[src/rtl/ir_tx_pkg.sv]
package ir_tx_pkg;

    typedef enum logic [1:0] {
        ST_IDLE = 2'd0,
        ST_LOAD = 2'd1,
        ST_CELL = 2'd2
    } tx_state_e;

    localparam int BYTE_W     = 8;
    localparam int BYTE_CELLS = 8;
    localparam int CODE_W     = 5;
    localparam int PER_W      = 8;

    // Carrier period in system clocks for a range and code.
    function automatic logic [PER_W-1:0] carrier_period(input logic hi_range,
                                                        input logic [CODE_W-1:0] code);
        logic [PER_W-1:0] p;
        if (hi_range)
            p = 8'd8 + {3'b000, code};
        else
            p = 8'd32 + {1'b0, code, 2'b00};
        return p;
    endfunction

    // High time of one carrier pulse: period * eighths / 8, eighths clamped to 4.
    function automatic logic [PER_W-1:0] carrier_high(input logic [PER_W-1:0] per,
                                                      input logic [2:0] duty);
        logic [2:0]  eighths;
        logic [10:0] prod;
        eighths = (duty > 3'd3) ? 3'd4 : duty + 3'd1;
        prod    = {3'b000, per} * {8'd0, eighths};
        return prod[10:3];
    endfunction

endpackage

[src/rtl/ir_tx_fifo.sv]
module ir_tx_fifo #(
    parameter int DEPTH = 16,
    parameter int W     = 8,
    parameter int CW    = $clog2(DEPTH + 1)
) (
    input  logic          clk,
    input  logic          rst_n,
    input  logic          push,
    input  logic [W-1:0]  wr_data,
    input  logic          pop,
    output logic [W-1:0]  head,
    output logic [CW-1:0] count,
    output logic          empty,
    output logic          full
);
    localparam int AW = (DEPTH > 1) ? $clog2(DEPTH) : 1;
    localparam bit POW2 = (DEPTH == (1 << AW));

    logic [W-1:0]  mem [DEPTH];
    logic [AW-1:0] wp, rp, wp_nx, rp_nx;
    logic          push_ok, pop_ok;

    assign full    = (count == CW'(DEPTH));
    assign empty   = (count == '0);
    assign push_ok = push && !full;
    assign pop_ok  = pop && !empty;
    assign head    = mem[rp];

    // Pointer advance: natural wrap for power-of-two depths, compare otherwise.
    generate
        if (POW2) begin : g_wrap_nat
            assign wp_nx = wp + AW'(1);
            assign rp_nx = rp + AW'(1);
        end else begin : g_wrap_cmp
            assign wp_nx = (wp == AW'(DEPTH - 1)) ? '0 : wp + AW'(1);
            assign rp_nx = (rp == AW'(DEPTH - 1)) ? '0 : rp + AW'(1);
        end
    endgenerate

    always_ff @(posedge clk) begin
        if (push_ok)
            mem[wp] <= wr_data;
    end

    always_ff @(posedge clk or negedge rst_n) begin
        if (!rst_n) begin
            wp    <= '0;
            rp    <= '0;
            count <= '0;
        end else begin
            if (push_ok) wp <= wp_nx;
            if (pop_ok)  rp <= rp_nx;
            unique case ({push_ok, pop_ok})
                2'b10:   count <= count + CW'(1);
                2'b01:   count <= count - CW'(1);
                default: count <= count;
            endcase
        end
    end
endmodule

[src/rtl/ir_carrier_gen.sv]
module ir_carrier_gen import ir_tx_pkg::*; (
    input  logic              clk,
    input  logic              rst_n,
    input  logic              restart,
    input  logic              hi_range,
    input  logic [CODE_W-1:0] code,
    input  logic [1:0]        pulse_sel,
    input  logic [2:0]        duty_sel,
    output logic              carrier_on
);
    logic [PER_W-1:0] per, high_t;
    logic [PER_W-1:0] ph;
    logic [2:0]       pulse_idx, pulse_lim;

    always_comb begin
        per       = carrier_period(hi_range, code);
        high_t    = carrier_high(per, duty_sel);
        pulse_lim = {1'b0, pulse_sel} + 3'd1;
    end

    // Phase counter and pulse index; restart makes the next cycle offset zero.
    always_ff @(posedge clk or negedge rst_n) begin
        if (!rst_n) begin
            ph        <= '0;
            pulse_idx <= '0;
        end else if (restart) begin
            ph        <= '0;
            pulse_idx <= '0;
        end else if (ph >= per - PER_W'(1)) begin
            ph <= '0;
            if (pulse_idx != 3'd7)
                pulse_idx <= pulse_idx + 3'd1;
        end else begin
            ph <= ph + PER_W'(1);
        end
    end

    assign carrier_on = (ph < high_t) && (pulse_idx < pulse_lim);
endmodule

[src/rtl/ir_tx_ctrl.sv]
module ir_tx_ctrl import ir_tx_pkg::*; #(
    parameter int CW        = 5,
    parameter int DEFER_LVL = 4,
    parameter int DIV_W     = 16
) (
    input  logic             clk,
    input  logic             rst_n,
    input  logic             defer_en,
    input  logic             rle_mode,
    input  logic [DIV_W-1:0] cell_div,
    input  logic [CW-1:0]    fifo_count,
    input  logic             fifo_empty,
    input  logic [BYTE_W-1:0] fifo_head,
    input  logic             carrier_on,
    output logic             fifo_pop,
    output logic             car_restart,
    output logic             led_o,
    output logic             busy_o,
    output logic             underrun_o,
    output tx_state_e        state_o,
    output logic             cur_level_o
);
    tx_state_e         st, st_nx;
    logic [DIV_W-1:0]  tmr;
    logic [7:0]        cells_left;
    logic [BYTE_W-1:0] byte_q;
    logic              rle_q;
    logic              start_ok, cell_end, byte_end, cur_level;

    assign start_ok  = defer_en ? (fifo_count >= CW'(DEFER_LVL)) : !fifo_empty;
    assign cell_end  = (st == ST_CELL) && (tmr == cell_div);
    assign byte_end  = cell_end && (cells_left == 8'd1);
    assign cur_level = rle_q ? byte_q[BYTE_W-1] : byte_q[0];

    assign fifo_pop    = (st == ST_LOAD) || (byte_end && !fifo_empty);
    assign car_restart = (st == ST_LOAD) || cell_end;
    assign state_o     = st;
    assign cur_level_o = cur_level;

    // Next-state logic
    always_comb begin
        st_nx = st;
        unique case (st)
            ST_IDLE: if (start_ok) st_nx = ST_LOAD;
            ST_LOAD: st_nx = ST_CELL;
            ST_CELL: if (byte_end && fifo_empty) st_nx = ST_IDLE;
            default: st_nx = ST_IDLE;
        endcase
    end

    // State register
    always_ff @(posedge clk or negedge rst_n) begin
        if (!rst_n) st <= ST_IDLE;
        else        st <= st_nx;
    end

    // Cell timer, cell counter and current byte
    always_ff @(posedge clk or negedge rst_n) begin
        if (!rst_n) begin
            tmr        <= '0;
            cells_left <= '0;
            byte_q     <= '1;
            rle_q      <= 1'b0;
        end else if (fifo_pop) begin
            tmr        <= '0;
            byte_q     <= fifo_head;
            rle_q      <= rle_mode;
            cells_left <= rle_mode ? ({1'b0, fifo_head[6:0]} + 8'd1) : 8'(BYTE_CELLS);
        end else if (cell_end) begin
            tmr        <= '0;
            cells_left <= cells_left - 8'd1;
            if (!rle_q)
                byte_q <= {1'b1, byte_q[BYTE_W-1:1]};
        end else if (st == ST_CELL) begin
            tmr <= tmr + DIV_W'(1);
        end
    end

    // Registered outputs
    always_ff @(posedge clk or negedge rst_n) begin
        if (!rst_n) begin
            led_o      <= 1'b0;
            busy_o     <= 1'b0;
            underrun_o <= 1'b0;
        end else begin
            led_o  <= (st == ST_CELL) && !cur_level && carrier_on;
            busy_o <= (st != ST_IDLE);
            if (st == ST_IDLE && start_ok)
                underrun_o <= 1'b0;
            else if (byte_end && fifo_empty && !defer_en)
                underrun_o <= 1'b1;
        end
    end
endmodule

[src/rtl/ir_mod_tx.sv]
module ir_mod_tx import ir_tx_pkg::*; #(
    parameter int FIFO_DEPTH = 16,
    parameter int DEFER_LVL  = 4
) (
    input  logic       clk,
    input  logic       rst_n,
    input  logic       wr_en,
    input  logic [7:0] wr_data,
    input  logic [7:0] div_lo,
    input  logic [7:0] div_hi,
    input  logic       carrier_hi_range,
    input  logic [4:0] carrier_code,
    input  logic [1:0] pulse_sel,
    input  logic [2:0] duty_sel,
    input  logic       rle_mode,
    input  logic       defer_en,
    output logic       led_o,
    output logic       busy_o,
    output logic       fifo_empty_o,
    output logic       fifo_full_o,
    output logic       underrun_o
);
    localparam int CNT_W = $clog2(FIFO_DEPTH + 1);
    localparam int DIV_W = 2 * BYTE_W;

    logic [CNT_W-1:0]  fifo_count;
    logic [BYTE_W-1:0] fifo_head;
    logic              fifo_pop, car_restart, carrier_on, cur_level;
    tx_state_e         st;

    ir_tx_fifo #(.DEPTH(FIFO_DEPTH), .W(BYTE_W), .CW(CNT_W)) u_fifo (
        .clk     (clk),
        .rst_n   (rst_n),
        .push    (wr_en),
        .wr_data (wr_data),
        .pop     (fifo_pop),
        .head    (fifo_head),
        .count   (fifo_count),
        .empty   (fifo_empty_o),
        .full    (fifo_full_o)
    );

    ir_carrier_gen u_car (
        .clk        (clk),
        .rst_n      (rst_n),
        .restart    (car_restart),
        .hi_range   (carrier_hi_range),
        .code       (carrier_code),
        .pulse_sel  (pulse_sel),
        .duty_sel   (duty_sel),
        .carrier_on (carrier_on)
    );

    ir_tx_ctrl #(.CW(CNT_W), .DEFER_LVL(DEFER_LVL), .DIV_W(DIV_W)) u_ctrl (
        .clk         (clk),
        .rst_n       (rst_n),
        .defer_en    (defer_en),
        .rle_mode    (rle_mode),
        .cell_div    ({div_hi, div_lo}),
        .fifo_count  (fifo_count),
        .fifo_empty  (fifo_empty_o),
        .fifo_head   (fifo_head),
        .carrier_on  (carrier_on),
        .fifo_pop    (fifo_pop),
        .car_restart (car_restart),
        .led_o       (led_o),
        .busy_o      (busy_o),
        .underrun_o  (underrun_o),
        .state_o     (st),
        .cur_level_o (cur_level)
    );
endmodule

[config.mk]
export PLATFORM = sky130hd
export DESIGN_NAME = ir_mod_tx
export DESIGN_NICKNAME = d
export VERILOG_FILES = /design/src/rtl/ir_tx_pkg.sv /design/src/rtl/ir_tx_fifo.sv /design/src/rtl/ir_carrier_gen.sv /design/src/rtl/ir_tx_ctrl.sv /design/src/rtl/ir_mod_tx.sv
export SDC_FILE = /design/constraint.sdc
export NUM_CORES = 1
export LEC_CHECK = 0
export BUFFER_PORTS_ARGS = -buffer_cell sky130_fd_sc_hd__clkbuf_2
export CAP_MARGIN = 20
export CORE_ASPECT_RATIO = 1.1
export CORE_UTILIZATION = 30
export DETAILED_ROUTE_END_ITERATION = 10
export HOLD_SLACK_MARGIN = 0.1
export PLACE_DENSITY = 0.48
export REMOVE_ABC_BUFFERS = 1
export SKIP_CTS_REPAIR_TIMING = 1
export SLEW_MARGIN = 25
export SYNTH_ARGS = -nofsm -noshare
export SYNTH_HDL_FRONTEND = slang
export SYNTH_SLANG_ARGS = --single-unit
[constraint.sdc]
create_clock -name clk -period 4.5 [get_ports clk]
set_input_delay 0.9 -clock clk [delete_from_list [all_inputs] [get_ports clk]]
set_output_delay 0.9 -clock clk [all_outputs]
set_load 0.01 [all_outputs]
==> impl_metrics.py <==
metrics = {
    "sta": {
        "slew_violations": 0,
        "fin_skew_ps": 11.80,
        "setup_viol": 0,
        "setup_slack_ps": 444.2,
        "whs_ps": 426.4,
        "period_share_pct": 90.13,
        "finalHoldViolations": 0,
        "layout_min_cycle_time_ps": 4056,
        "rsz0062_at_grt": "false",
        "maxSlewHeadroom_pct": 32.69,
        "max_freq_mhz": 246.6,
        "tightestPinTransition_ps": 1006,
    },
    "route": {
        "drt_pass1_iterations": 4,
        "vias_per_cell": 4.750,
        "vias": 5914,
        "drt-wirelength-per-cell_um": 16.75,
        "drtAntennaViolNets": 0,
        "totalWireLength_um": 20850,
        "drt_iter0_markers": 252,
        "drc_errors": 0,
    },
    "setup_path": {
        "worstPathCellList": "clkbuf_2 > ha_1 > buf_4 > a211oi_1 > nor2_1 > fa_1 > nor4b_1 > fa_1 > a21o_1 > a21oi_1 > o21bai_1 > a21oi_1 > o21bai_1 > a21oi_1 > ha_1 > a221oi_1 > nand3_1 > a31oi_1",
        "worstSetupPathType": "input pin to flip-flop",
        "path_buf_inv": 2,
        "arrival_ps": 4410,
        "cp_slowest_cell": "fa_1",
        "crit_family": "compound AO/OA/AOI/OAI gates",
        "crit_fanout": 4,
        "cp_common_cell": "a21oi_1",
        "reg2reg_setup_slack_ps": 1020,
        "crit_path_max_incr_delay_ps": 500,
        "worstSetupEndpointType": "flip-flop",
        "required_ps": 4850,
        "cp-start-kind": "input pin",
    },
    "logic_synthesis": {
        "synth_top_family_by_area": "simple AND/OR/NAND/NOR gates",
        "synthFlopType": "edfxtp_1",
        "synth_compound_area_share_pct": 8.206,
        "yosysWarnings": 0,
        "synth_common_cells": "128 x edfxtp_1, 56 x nor2_1, 54 x dfrtp_1",
        "ys_ff_latch": 190,
        "ys_top_cells_by_area": "edfxtp_1 40%, dfrtp_1 14%, ha_1 5.9%, mux4_2 5.2%, xor2_1 3.7%",
        "synth_xor_xnor_area_share_pct": 5.580,
        "async_reset_ff_share_pct": 32.63,
        "synth_cell_type_count": 58,
        "ys_seq_area_share_pct": 56.45,
        "avgSynthCellArea_um2": 12.75,
        "synthMuxAreaShare_pct": 8.559,
        "synth_edf_count": 128,
        "synth_most_common_cell": "edfxtp_1",
        "synth_top_area_share_pct": 40.14,
        "yosysTopAreaCell": "edfxtp_1",
        "syn_inst": 751,
        "synth_simple_gate_area_share_pct": 10.65,
        "synth-adder-area-share_pct": 7.553,
        "syn_area_um2": 9575,
    },
    "finish": {
        "antenna_cells": 0,
        "area_growth_pct": 14.53,
        "fin_util_pct": 34.93,
        "nNetsFinal": 905,
        "drive_above_1_share_pct": 16.61,
    },
    "pwr": {
        "power.density_cell_area_nw_per_um2": 554.8,
        "pwr-share-clk_pct": 24.0,
        "p_sw_share_pct": 36.61,
        "p_leak_nw": 4.319,
        "power.switching_w": 0.002227,
        "p_seq_share_pct": 40.6,
        "power_frac_comb_pct": 35.3,
        "internal_power_w": 0.003857,
        "ir_drop_uv": 266.6,
    },
    "placement": {
        "io_buffer_count": 44,
        "gp_congestion": 0.7519,
        "post-place-ws_ps": -22.75,
        "dp_hpwl_um": 14830,
    },
    "clock_tree": {
        "clock_latency_ps": 430,
        "cts_tree": "built",
        "clock-sinks": 190,
        "htreeDepth": 4,
        "clock_tree.buffer_depth": 2,
        "cts_buffers": 17,
        "clk_pin_slew_ps": 70,
        "cts-root-buf": "clkbuf_16",
    },
    "global_routing": {
        "grt_overflow_total": 0,
        "track_usage_pct": 13.36,
        "grt_pass1_vias": 5959,
        "grt_pass1_wl_um": 32800,
        "grt_max_degree": 43,
        "antenna_found_initial": 0,
    },
    "floorplan": {
        "core-area_um2": 31400,
        "die_h_um": 189.4,
        "die_area_um2": 32640,
        "ios": 45,
        "initial_utilization_pct": 30.50,
        "die_w_um": 172.3,
        "num_rows": 68,
    },
    "min_path": {
        "hp-class": "input pin to async pin",
    },
    "job": {
        "max-cap-violations": 0,
    },
    "outcome": {
        "status": "finished clean",
    },
}
-- layout make-up --
type / count / area [um2]
inverters: 41 / 153.9
fillers: 3081 / 20430
flip-flops and latches: 190 / 5406
clock inverters: 14 / 148.9
clock buffers: 18 / 429.2
multi-input cells: 494 / 3890
repair buffers: 68 / 412.9
well taps: 420 / 525.5
-- flip-flops by register name, indices dropped and copies added (netlist names) --
signal and flops:
u_fifo.wp 4, u_fifo.rp 4, u_ctrl.rle_q 1, u_car.pulse_idx 3, u_ctrl.led_o 1, u_ctrl.byte_q 8, u_ctrl.tmr 16, u_fifo.count 5
u_fifo.mem 128, u_ctrl.busy_o 1, u_ctrl.state_o 2, u_car.ph 8, u_ctrl.cells_left 8, u_ctrl.underrun_o 1
-- cells in the final DEF (no fill, tap or decap), drive strengths merged, types with 25 or more instances in the layout --
master,count
edfxtp,128
clkbuf,61
nor2,56
nand2,54
dfrtp,54
inv,46
ha,45
xor2,40
mux2i,29
o21ai,27
buf,25
-- through the flow --
| step | std cells | cell area, um2 | TNS, ps | total power (W) |
|---|---|---|---|---|
| after floorplan | 725 | 9442 | 0 | 0.003981 |
| after CTS | 1245 | 10970 | 0 | 0.006180 |
| after detailed placement | 1213 | 10390 | -22.75 | 0.004697 |
| final | 1245 | 10970 | 0 | 0.006084 |
| after global routing | 1245 | 10970 | 0 | 0.006509 |
| after global placement | 1213 | 10380 | 0 | 0.004679 |
-- cell families after synthesis --
group | Yosys count
and+or+nand+nor | 209
AOI/OAI and AO/OA | 117
xor gates and xnor gates | 61
adders and majority gates | 53
buffers and inverters | 67
muxes | 54
DFF | 190
-- layer usage --
metal / track usage (%) / vias up / part of all wire [%]
met1: 17.39 / 2922 / 46
met3: 2.090 / 11 / 2.4
met2: 22.95 / 72 / 51
li1: - / 2909 / -
met5: 0 / - / 0
met4: 3.404 / 0 / 0.98
-- power by group through the flow --
stage / Sequential (W) / Clock (W) / Combinational [W]
after floorplan: 0.00250 / 0 / 0.00148
after global placement: 0.00251 / 0 / 0.00217
after detailed placement: 0.00251 / 0 / 0.00218
after CTS: 0.00248 / 0.00151 / 0.00220
after global routing: 0.00252 / 0.00157 / 0.00241
final: 0.00247 / 0.00146 / 0.00215
-- path summary, 6_finish.rpt --
path | from | to | cells after the start
min in group clk | u_ctrl.byte_q[2]$_DFFE_PN1P_ | u_ctrl.byte_q[2]$_DFFE_PN1P_ | 1
max in group asynchronous | rst_n | u_fifo.rp[0]$_DFFE_PN0P_ | 2
worst min register to register | u_ctrl.byte_q[2]$_DFFE_PN1P_ | u_ctrl.byte_q[2]$_DFFE_PN1P_ | 1
worst max-delay path | duty_sel[0] | u_ctrl.led_o$_DFF_PN0_ | 18
worst min-delay path | rst_n | u_ctrl.tmr[13]$_DFFE_PN0P_ | 1
worst max register to register | u_ctrl.cells_left[1]$_DFFE_PN0P_ | u_fifo.count[4]$_DFFE_PN0P_ | 16
Power figures use the tool's default switching activity.
